<file path="src/rtl/shmem_pkg.sv">
package shmem_pkg;
   typedef enum logic [1:0] {
      SEL_NONE = 2'b00,
      SEL_DRAM = 2'b01,
      SEL_PCI  = 2'b10
   } tgt_sel_e;

   function automatic tgt_sel_e route_of(input logic to_dram);
      return to_dram ? SEL_DRAM : SEL_PCI;
   endfunction
endpackage

</file>
<file path="src/rtl/shmem_cfg_regs.sv">
module shmem_cfg_regs #(
   parameter int          NUM_ATTR  = 7,
   parameter logic [7:0]  ATTR_BASE = 8'h59,
   parameter logic [7:0]  SMRAM_OFS = 8'h72,
   parameter logic [7:0]  SMRAM_RST = 8'h02
) (
   input  logic                  clk,
   input  logic                  rst_n,
   input  logic                  cfg_we,
   input  logic [7:0]            cfg_addr,
   input  logic [7:0]            cfg_wdata,
   output logic [NUM_ATTR*8-1:0] attr_flat,
   output logic [7:0]            smram_q
);
   for (genvar k = 0; k < NUM_ATTR; k++) begin : g_attr
      localparam logic [7:0] K_OFS = ATTR_BASE + 8'(k);
      logic [7:0] byte_q;
      always_ff @(posedge clk) begin
         if (!rst_n)
            byte_q <= 8'h00;
         else if (cfg_we && cfg_addr == K_OFS)
            byte_q <= cfg_wdata;
      end
      assign attr_flat[k*8 +: 8] = byte_q;
   end

   always_ff @(posedge clk) begin
      if (!rst_n)
         smram_q <= SMRAM_RST;
      else if (cfg_we && cfg_addr == SMRAM_OFS)
         smram_q <= cfg_wdata;
   end
endmodule

</file>
<file path="src/rtl/shmem_region_map.sv">
module shmem_region_map #(
   parameter int                ADDR_W    = 32,
   parameter int                NUM_EXP   = 12,
   parameter int                NUM_ATTR  = 7,
   parameter int                RE_BIT    = 0,
   parameter int                WE_BIT    = 1,
   parameter logic [ADDR_W-1:0] EXP_BASE  = 'h000C_0000,
   parameter logic [ADDR_W-1:0] EXP_SIZE  = 'h0000_4000,
   parameter logic [ADDR_W-1:0] BIOS_BASE = 'h000F_0000,
   parameter logic [ADDR_W-1:0] BIOS_SIZE = 'h0001_0000
) (
   input  logic [ADDR_W-1:0]     acc_addr,
   input  logic [NUM_ATTR*8-1:0] attr_flat,
   output logic                  any_hit,
   output logic                  hit_rd_dram,
   output logic                  hit_wr_dram
);
   localparam int NUM_REG = NUM_EXP + 1;

   logic [ADDR_W:0]  a_ext;
   logic [NUM_REG-1:0] hit_v, re_v, we_v;

   assign a_ext = {1'b0, acc_addr};

   for (genvar i = 0; i < NUM_REG; i++) begin : g_reg
      localparam int BYTE_IX = (i + 1) / 2;
      localparam int NIB_LSB = BYTE_IX * 8 + (((i % 2) == 1) ? 0 : 4);
      logic [ADDR_W:0] lo, hi;
      if (i == 0) begin : g_bios
         assign lo = {1'b0, BIOS_BASE};
         assign hi = {1'b0, BIOS_BASE} + {1'b0, BIOS_SIZE};
      end else begin : g_exp
         localparam logic [ADDR_W:0] IDX = (ADDR_W+1)'(i - 1);
         assign lo = {1'b0, EXP_BASE} + IDX * {1'b0, EXP_SIZE};
         assign hi = lo + {1'b0, EXP_SIZE};
      end
      assign hit_v[i] = (a_ext >= lo) && (a_ext < hi);
      assign re_v[i]  = attr_flat[NIB_LSB + RE_BIT];
      assign we_v[i]  = attr_flat[NIB_LSB + WE_BIT];
   end

   assign any_hit     = |hit_v;
   assign hit_rd_dram = |(hit_v & re_v);
   assign hit_wr_dram = |(hit_v & we_v);
endmodule

</file>
<file path="src/rtl/shmem_smram_gate.sv">
module shmem_smram_gate #(
   parameter int                ADDR_W      = 32,
   parameter logic [ADDR_W-1:0] WIN_BASE    = 'h000A_0000,
   parameter logic [ADDR_W-1:0] WIN_SIZE    = 'h0002_0000,
   parameter int                OPEN_BIT    = 6,
   parameter int                EN_BIT      = 3,
   parameter bit                SMM_FALLBACK = 1'b1
) (
   input  logic [ADDR_W-1:0] acc_addr,
   input  logic              acc_smm,
   input  logic [7:0]        smram_q,
   output logic              in_win,
   output logic              win_dram
);
   logic [ADDR_W:0] a_ext;
   assign a_ext  = {1'b0, acc_addr};
   assign in_win = (a_ext >= {1'b0, WIN_BASE}) &&
                   (a_ext <  {1'b0, WIN_BASE} + {1'b0, WIN_SIZE});

   if (SMM_FALLBACK) begin : g_fallback
      // protected view overlays the normal view, which follows the open bit
      assign win_dram = smram_q[OPEN_BIT] | (acc_smm & smram_q[EN_BIT]);
   end else begin : g_strict
      assign win_dram = acc_smm ? smram_q[EN_BIT] : smram_q[OPEN_BIT];
   end
endmodule

</file>
<file path="src/rtl/shmem_attr_decoder.sv">
module shmem_attr_decoder
   import shmem_pkg::*;
#(
   parameter int                ADDR_W     = 32,
   parameter int                NUM_EXP    = 12,
   parameter logic [ADDR_W-1:0] EXP_BASE   = 'h000C_0000,
   parameter logic [ADDR_W-1:0] EXP_SIZE   = 'h0000_4000,
   parameter logic [ADDR_W-1:0] BIOS_BASE  = 'h000F_0000,
   parameter logic [ADDR_W-1:0] BIOS_SIZE  = 'h0001_0000,
   parameter logic [ADDR_W-1:0] WIN_BASE   = 'h000A_0000,
   parameter logic [ADDR_W-1:0] WIN_SIZE   = 'h0002_0000,
   parameter logic [ADDR_W-1:0] TOP_OF_MEM = 'h0800_0000,
   parameter logic [7:0]        ATTR_BASE  = 8'h59,
   parameter logic [7:0]        SMRAM_OFS  = 8'h72,
   parameter logic [7:0]        SMRAM_RST  = 8'h02,
   parameter int                OPEN_BIT   = 6,
   parameter int                EN_BIT     = 3,
   parameter bit                SMM_FALLBACK = 1'b1
) (
   input  logic              clk,
   input  logic              rst_n,
   input  logic              cfg_we,
   input  logic [7:0]        cfg_addr,
   input  logic [7:0]        cfg_wdata,
   input  logic [ADDR_W-1:0] acc_addr,
   input  logic              acc_wr,
   input  logic              acc_smm,
   output logic [1:0]        rd_sel,
   output logic [1:0]        wr_sel
);
   localparam int NUM_ATTR = (NUM_EXP + 1) / 2 + 1;
   localparam logic [ADDR_W:0] EXP_END =
      {1'b0, EXP_BASE} + (ADDR_W+1)'(NUM_EXP) * {1'b0, EXP_SIZE};

   if (EXP_END > {1'b0, BIOS_BASE}) begin : g_bad_layout
      $error("expansion regions run into the firmware region");
   end
   if ({1'b0, WIN_BASE} + {1'b0, WIN_SIZE} > {1'b0, EXP_BASE}) begin : g_bad_win
      $error("protected window overlaps the expansion regions");
   end
   if (SMRAM_OFS >= ATTR_BASE && SMRAM_OFS < ATTR_BASE + 8'(NUM_ATTR)) begin : g_bad_ofs
      $error("control byte offset collides with attribute bytes");
   end
   if (OPEN_BIT > 7 || EN_BIT > 7 || OPEN_BIT == EN_BIT) begin : g_bad_bits
      $error("control bit positions invalid");
   end

   logic [NUM_ATTR*8-1:0] attr_flat;
   logic [7:0]            smram_q;
   logic                  any_hit, hit_rd_dram, hit_wr_dram;
   logic                  in_win, win_dram, above_top;
   logic                  to_dram_rd, to_dram_wr;

   shmem_cfg_regs #(
      .NUM_ATTR (NUM_ATTR),
      .ATTR_BASE(ATTR_BASE),
      .SMRAM_OFS(SMRAM_OFS),
      .SMRAM_RST(SMRAM_RST)
   ) u_cfg (
      .clk      (clk),
      .rst_n    (rst_n),
      .cfg_we   (cfg_we),
      .cfg_addr (cfg_addr),
      .cfg_wdata(cfg_wdata),
      .attr_flat(attr_flat),
      .smram_q  (smram_q)
   );

   shmem_region_map #(
      .ADDR_W   (ADDR_W),
      .NUM_EXP  (NUM_EXP),
      .NUM_ATTR (NUM_ATTR),
      .RE_BIT   (0),
      .WE_BIT   (1),
      .EXP_BASE (EXP_BASE),
      .EXP_SIZE (EXP_SIZE),
      .BIOS_BASE(BIOS_BASE),
      .BIOS_SIZE(BIOS_SIZE)
   ) u_map (
      .acc_addr   (acc_addr),
      .attr_flat  (attr_flat),
      .any_hit    (any_hit),
      .hit_rd_dram(hit_rd_dram),
      .hit_wr_dram(hit_wr_dram)
   );

   shmem_smram_gate #(
      .ADDR_W      (ADDR_W),
      .WIN_BASE    (WIN_BASE),
      .WIN_SIZE    (WIN_SIZE),
      .OPEN_BIT    (OPEN_BIT),
      .EN_BIT      (EN_BIT),
      .SMM_FALLBACK(SMM_FALLBACK)
   ) u_win (
      .acc_addr(acc_addr),
      .acc_smm (acc_smm),
      .smram_q (smram_q),
      .in_win  (in_win),
      .win_dram(win_dram)
   );

   assign above_top = acc_addr >= TOP_OF_MEM;

   always_comb begin
      if (above_top) begin
         to_dram_rd = 1'b0;
         to_dram_wr = 1'b0;
      end else if (in_win) begin
         to_dram_rd = win_dram;
         to_dram_wr = win_dram;
      end else if (any_hit) begin
         to_dram_rd = hit_rd_dram;
         to_dram_wr = hit_wr_dram;
      end else begin
         to_dram_rd = 1'b1;
         to_dram_wr = 1'b1;
      end
   end

   assign rd_sel = acc_wr ? SEL_NONE : route_of(to_dram_rd);
   assign wr_sel = acc_wr ? route_of(to_dram_wr) : SEL_NONE;
endmodule

</file>
<file path="config.mk">
export PLATFORM = sky130hd
export DESIGN_NAME = shmem_attr_decoder
export DESIGN_NICKNAME = d
export VERILOG_FILES = /design/src/rtl/shmem_pkg.sv /design/src/rtl/shmem_cfg_regs.sv /design/src/rtl/shmem_region_map.sv /design/src/rtl/shmem_smram_gate.sv /design/src/rtl/shmem_attr_decoder.sv
export SDC_FILE = /design/constraint.sdc
export NUM_CORES = 1
export LEC_CHECK = 0
export CORE_MARGIN = 3
export CORE_UTILIZATION = 49
export DETAILED_ROUTE_END_ITERATION = 12
export HOLD_SLACK_MARGIN = 0.08
export PLACE_DENSITY = 0.85
export SETUP_SLACK_MARGIN = 0.1
export SKIP_CTS_REPAIR_TIMING = 1
export SLEW_MARGIN = 10
export SYNTH_ARGS = -nofsm -noshare
export SYNTH_HDL_FRONTEND = slang
export SYNTH_SLANG_ARGS = --single-unit
</file>
<file path="constraint.sdc">
create_clock -name clk -period 5.56 [get_ports clk]
set_clock_uncertainty 0.05 [all_clocks]
set_input_delay 1.112 -clock clk [delete_from_list [all_inputs] [get_ports clk]]
set_output_delay 1.112 -clock clk [all_outputs]
set_load 0.1 [all_outputs]
</file>
# After elaboration in Yosys (flattened, before gate mapping)

Index checks and enable logic that the tools add are counted.

Register bits: 49
Bits of input ports: 53
Output and inout port bits: 4
Logic and storage cells: 84

Order comparisons: 29
Equal/unequal tests: 8
Muxes and demuxes: 10
Bitwise gates (word level): 4
Reduce and logical (&&, ||, !) cells: 25

Operators with widths:

| operator                                                                               | count |
|---|---|
| 32-bit by 20-bit greater-or-equal comparator with 1-bit output (second input constant) | 14 |
| 32-bit by 20-bit less-than comparator with 1-bit output (second input constant)        | 13 |
| 8-bit by 7-bit == test with 1-bit output (second input constant)                       | 8 |
| 13-bit OR reduction                                                                    | 3 |
| 32-bit by 28-bit greater-or-equal comparator with 1-bit output (second input constant) | 1 |
| 32-bit by 21-bit less-than comparator with 1-bit output (second input constant)        | 1 |
| 13-bit AND                                                                             | 2 |
| 1-bit logical AND                                                                      | 22 |
| 2-bit two-way mux                                                                      | 4 |
| 1-bit two-way mux                                                                      | 6 |
| 1-bit AND                                                                              | 1 |
| 1-bit bitwise OR                                                                       | 1 |

# Depth between registers and ports, before layout

Word-level depth: 9
Mapped depth: 6
Depth with buffers taken out: 5

# By module

From an unflattened synthesis, not the netlist that was laid out.

Cells, all modules: 291
Area, all modules: 2,935.3 um^2

Modules (own cells, without submodules):

| module             | times used | cells an instance | area each (um^2) | seq. area each (um^2) |
|---|---|---|---|---|
| shmem_cfg_regs     | 1          | 230               | 2,476.1          | 1,281.2 |
| shmem_region_map   | 1          | 45                | 331.6            | 0.0 |
| shmem_attr_decoder | 1          | 10                | 76.3             | 0.0 |
| shmem_smram_gate   | 1          | 6                 | 51.3             | 0.0 |

# Worst setup path before layout

OpenSTA, ideal clock, no wires.

Path type: input-to-output
Start point: input port acc_addr[21]
End point: output port rd_sel[1]
Data arrival time: 4,917 ps
Data required time: 4,398 ps
Slack: -519 ps
Cell stages on the path: 4
Buffers on the path: 0
Path through: nor4_4 > and4_1 > o2111ai_1 > o41ai_1

Cells in the longest elaborated chain, start to end: 9
Elaborated cells between the ends (all ways): 51
Classes of those cells: order compare (29); mux (5); bitwise (1); reduce/logical (16)

Ends and longest elaborated chain:

| item                                                                                         | RTL line                  | RTL |
|---|---|---|
| start, declared                                                                              | shmem_attr_decoder.sv:25  | `input logic [ADDR_W-1:0] acc_addr,` |
| 32-bit by 20-bit greater-or-equal comparator with 1-bit output, or another cell as far along | shmem_region_map.sv:37    | `assign hit_v[i] = (a_ext >= lo) && (a_ext < hi);` |
| 1-bit logical AND                                                                            | shmem_region_map.sv:37    |  |
| 13-bit AND                                                                                   | shmem_region_map.sv:43    | `assign hit_rd_dram = \|(hit_v & re_v);` |
| 13-bit OR reduction                                                                          | shmem_region_map.sv:43    |  |
| 1-bit two-way mux                                                                            | shmem_attr_decoder.sv:111 | `end else if (any_hit) begin` |
| 1-bit two-way mux                                                                            | shmem_attr_decoder.sv:108 | `end else if (in_win) begin` |
| 1-bit two-way mux *                                                                          | shmem_attr_decoder.sv:105 | `if (above_top) begin` |
| 2-bit two-way mux *                                                                          | shmem_pkg.sv:9            | `return to_dram ? SEL_DRAM : SEL_PCI;` |
| 2-bit two-way mux *                                                                          | shmem_attr_decoder.sv:120 | `assign rd_sel = acc_wr ? SEL_NONE : route_of(to_dram_rd);` |
| end, declared                                                                                | shmem_attr_decoder.sv:28  | `output logic [1:0] rd_sel,` |

Mark *: on every way between the ends. The rest lies on a longest branch, timed or not.

# Final worst setup path

Start point: input port acc_addr[15]
End point: output port wr_sel[0]

Cells in the longest elaborated chain, start to end: 9
Elaborated cells between the ends (all ways): 51
Classes of those cells: order compare (29); mux (5); bitwise (1); reduce/logical (16)

Ends and longest elaborated chain:

| item                                                                                         | RTL line                  | RTL |
|---|---|---|
| 32-bit by 20-bit greater-or-equal comparator with 1-bit output, or another cell as far along | shmem_region_map.sv:37    |  |
| 1-bit logical AND                                                                            | shmem_region_map.sv:37    |  |
| 13-bit AND                                                                                   | shmem_region_map.sv:44    | `assign hit_wr_dram = \|(hit_v & we_v);` |
| 13-bit OR reduction                                                                          | shmem_region_map.sv:44    |  |
| 1-bit two-way mux                                                                            | shmem_attr_decoder.sv:111 |  |
| 1-bit two-way mux                                                                            | shmem_attr_decoder.sv:108 |  |
| 1-bit two-way mux *                                                                          | shmem_attr_decoder.sv:105 |  |
| 2-bit two-way mux *                                                                          | shmem_pkg.sv:9            |  |
| 2-bit two-way mux *                                                                          | shmem_attr_decoder.sv:121 | `assign wr_sel = acc_wr ? route_of(to_dram_wr) : SEL_NONE;` |
| end, declared                                                                                | shmem_attr_decoder.sv:29  | `output logic [1:0] wr_sel` |

Marked as above.

==> results.txt <==
The run gives 0 as the number of max-cap violations. For this run, the number of Yosys warnings is 0. In the synthesized netlist, the number of instances is 175. The tools report the wire length of the first global-routing pass as 6.93 mm.

Counting every net in the synthesized netlist gives 228. The fraction of synthesized cell area taken by the top area cell type works out to 0.332. The largest total area in the synthesized netlist belongs to sky130_fd_sc_hd__dfxtp_1.

The floorplan step set the die width to 64.7 um. The maximum buffer depth of the clock tree came out at 2. Arrival time reported for the critical path endpoint: 3440 ps. The highest net fanout along the worst path came out at 13. In this run the power spent charging and discharging nets is 93.4 uW. After layout, the design draws a total of 368 uW. The run gives 1,490 as the total number of vias. The highest clock frequency the design can meet is 217 MHz, and the final hold slack is 412 ps.

The portion of the clock cycle consumed by the worst path in the final layout came out at 0.828. The worst register-to-register path ends at u_cfg.g_attr[1].byte_q[0]. The launching point of the worst reg2reg path is u_cfg.g_attr[1].byte_q[0]. The quantity of I/O buffers inserted on ports is 40, and the count of state elements after synthesis is 28. Dividing the synthesized area by the synthesized cell count gives 9.64 um2. The worst path meets setup with 959 ps of slack. TritonCTS built the clock tree. The logs give 0.000134 V for the highest ir drop seen on vdd and 0.854 for the routability-driven placement congestion ratio.

The run gives 4180 um2 as the area of the die. The flow ran to the end, and the final reports show no timing, DRC or antenna violations. Clock-pin slew was measured on the worst setup and hold paths at 140 ps. Entering global routing, the biggest net connects 29 pins. The run gives 4860 ps as the setup slack of the worst register-to-register path. The count of endpoints failing setup in the final report was 0. The number of antenna diodes in the final layout is 0. The net count of the finished layout is 268.

The clock share of power was 0.269; the largest stage delay on the critical path was 810 ps. The analysis attributes to cell leakage a power of 0.000709 uW. Setup slack after placement: 1020 ps. Initial antenna violation count: 0. The critical path goes through clkdlybuf4s50_1, mux2_1, a22oi_1, nor4_2, nor4_1, nor3b_2, buf_4. The run gives 0 as the residual antenna-violating net count after detailed routing.

The run gives 3 as the number of buffers inserted during clock tree synthesis. The run gives 0.531 as the effective utilization at floorplan. Setup repair after global routing left no endpoint under its margin. The portion of the post-synthesis area used by sequential elements is 0.332, and the mean routed wirelength per cell is 16.1 um.

From bottom edge to top edge, the die measures 64.7 um. The number of slew-limit violations in the final report was 0; the placeable core area was 3180 um2. The routed design has 4.16 mm of wire. Global-route layer with the greatest usage: met2.

Cell internal power was estimated by the tool at 275 uW. The via count of the first global-routing pass came out at 1,495. Fill cells in the final layout number 280.

The run gives 0.393 as the met2 usage in global routing. Kind of end point of the critical path: an output pin. The worst min-delay path endpoint is u_cfg.g_attr[0].byte_q[4].

Compared with the post-synthesis result, the final layout area differs by 28.2%. The global-route usage over all layers was 0.209; the final critical path time including I/O delays and setup was 4600 ps. The number of distinct library cells after synthesis is 41, and the violation count after the first detailed-routing iteration is 76.

Clock latency on the worst-skew pair, taken at its later pin, is 320 ps. Counting instances, the worst hold path has a depth of 2. The normalized max-slew margin was 0.517. For the pin with the worst max-slew slack, the measured transition is 722 ps.

Using the TritonRoute via totals, the vias-per-cell ratio works out to 5.78. The power density of the placed cells is 170 nW/um2. The global-route congestion overflow total is 0.

The worst hold path belongs to the class reg -> reg. In this run the clock root is driven by a sky130_fd_sc_hd__clkbuf_4. Row generation in the floorplan step produced 20 rows. For the combinational group share of total power, the log shows 0.185. The tools report the power share of the sequential group as 0.546. Count of endpoints failing hold in the final timing report: 0. The tree built by TritonCTS fans out to 28 sinks.

After synthesis, the cell types taking the most area are sky130_fd_sc_hd__dfxtp_1, sky130_fd_sc_hd__mux2i_1, sky130_fd_sc_hd__nor2b_1, sky130_fd_sc_hd__nand3_1, sky130_fd_sc_hd__a21boi_1. For the final-layout setup total negative slack, the log shows 0 ps. STA classifies the critical path startpoint as an input port. The tools report the met1 usage in global routing as 0.242. The startpoint identified for the worst hold timing path is u_cfg.g_attr[0].byte_q[4]. The library cell contributing the largest single delay on the critical path was sky130_fd_sc_hd__clkdlybuf4s50_1. The first detailed-routing pass took 4 iterations.

The total I/O pin count is 57, and the path depth of the worst reg2reg path is 2. The fraction of layout cells with a size suffix above 1 is 0.126. In the routed design, unresolved DRC markers number 0.

The number of cells after detailed placement was 254. At the worst endpoint, the required time is 4400 ps. The mapped netlist covers 1690 um2. For the H-tree level count, the log shows 1.

Global-route track usage on met3: 0.0329. The HPWL after detailed placement is 3.29 mm. The share of total power consumed by net switching is 0.254, and the final cell count without fillers is 258.

Critical path class: in -> out.
[power groups by stage]
stage | Sequential [uW] | Clock, uW | Combinational [uW]
final | 201 | 98.9 | 68.1
after global routing | 201 | 111 | 72.0
after CTS | 201 | 102 | 68.0
after detailed placement | 205 | 0 | 67.8
after global placement | 205 | 0 | 66.1
after floorplan | 205 | 0 | 27.0
[state kept, by name, indices dropped and copies added (netlist names)]
| name | flops |
|---|---|
| u_cfg.g_attr.byte_q | 26 |
| u_cfg.smram_q | 2 |
[critical path: cells and delay by family]
family | cells | cell delay [ps]
buffers and inverters | 2 | 1050
and+or+nand+nor | 3 | 560
AOI/OAI and AO/OA | 1 | 300
muxes | 1 | 400
[stage by stage]
step	util	cell area (um2)
finish	0.681	2160
global route	0.681	2160
CTS	0.681	2160
detailed placement	0.670	2130
global placement	0.670	2130
floorplan	-	1700
[placed cells by master (no fill, tap or decap), types with 2 or more instances in the layout]
cell	netlist	routed
sky130_fd_sc_hd__mux2i_1	24	24
sky130_fd_sc_hd__and4b_1	4	4
sky130_fd_sc_hd__nor3b_1	2	2
sky130_fd_sc_hd__clkdlybuf4s50_1	0	36
sky130_fd_sc_hd__nor4_4	2	2
sky130_fd_sc_hd__dfxtp_1	28	28
sky130_fd_sc_hd__a22oi_1	2	2
sky130_fd_sc_hd__o41ai_2	0	2
sky130_fd_sc_hd__and2_1	2	2
sky130_fd_sc_hd__nor2_1	6	6
sky130_fd_sc_hd__a21boi_1	6	6
sky130_fd_sc_hd__clkbuf_4	0	3
sky130_fd_sc_hd__o21ai_0	3	3
sky130_fd_sc_hd__nor3_1	2	2
sky130_fd_sc_hd__nand3_1	16	16
sky130_fd_sc_hd__or2_2	2	2
sky130_fd_sc_hd__nor2b_1	24	24
sky130_fd_sc_hd__nand2_1	12	12
sky130_fd_sc_hd__nor4bb_1	2	2
sky130_fd_sc_hd__o2111ai_1	2	2
sky130_fd_sc_hd__nor3_4	2	2
sky130_fd_sc_hd__nand2b_1	4	4
sky130_fd_sc_hd__buf_4	0	4
sky130_fd_sc_hd__nor3_2	3	3
sky130_fd_sc_hd__nand4_1	3	3
[cell usage after synthesis, drive strengths merged]
cell      n
mux2      1
dfxtp    28
nor3b     3
clkbuf    4
nor4      4
or2       3
o21ai     3
mux2i    24
o41ai     2
nor2b    24
nor2      7
and4      1
o2111ai   2
nand2b    4
o21a      1
a2111oi   1
nand2    12
a21boi    6
nor4b     1
and4b     4
mux4      1
o2bb2ai   1
a22oi     2
nor3      7
nor4bb    2
or3       1
nand4     4
nand3    16
nand3b    1
a32oi     1
buf       1
nand4b    1
and2      2
[final cells by class]
class                   count  area, um2  share of cell area
multi-input cells         142       1120               0.518
well taps                  44       55.1              0.0254
clock buffers               4       36.3              0.0168
flip-flops and latches     28        561               0.259
repair buffers             40        390               0.180
[kinds of logic (layout without fill, tap and decap cells)]
group                  Yosys count  in the layout  synth area share
AND/OR/NAND/NOR                 97             97             0.397
flip-flops                      28             28             0.332
AO/OA/AOI/OAI                   19             19            0.0964
multiplexers                    26             26             0.162
buffers and inverters            5             44            0.0119
[worst max-delay path by stage]
stage | start | endpoint | slack (ps) | cells after the start
final | acc_addr[15] | wr_sel[0] | 960 | 7
after global routing | acc_addr[14] | wr_sel[0] | 890 | 7
after floorplan | acc_addr[21] | rd_sel[0] | 320 | 5
after CTS | acc_addr[15] | wr_sel[0] | 1010 | 7
after detailed placement | acc_addr[14] | wr_sel[0] | 1020 | 7
after global placement | acc_addr[14] | wr_sel[0] | 1050 | 7
[metal layers]
layer  part of all wire  wire (um)
met1               0.42       1740
met2               0.51       2140
met3              0.056        233
met4              0.010         42
met5                  0          0
Note: power is estimated with default switching activity, not from simulation.
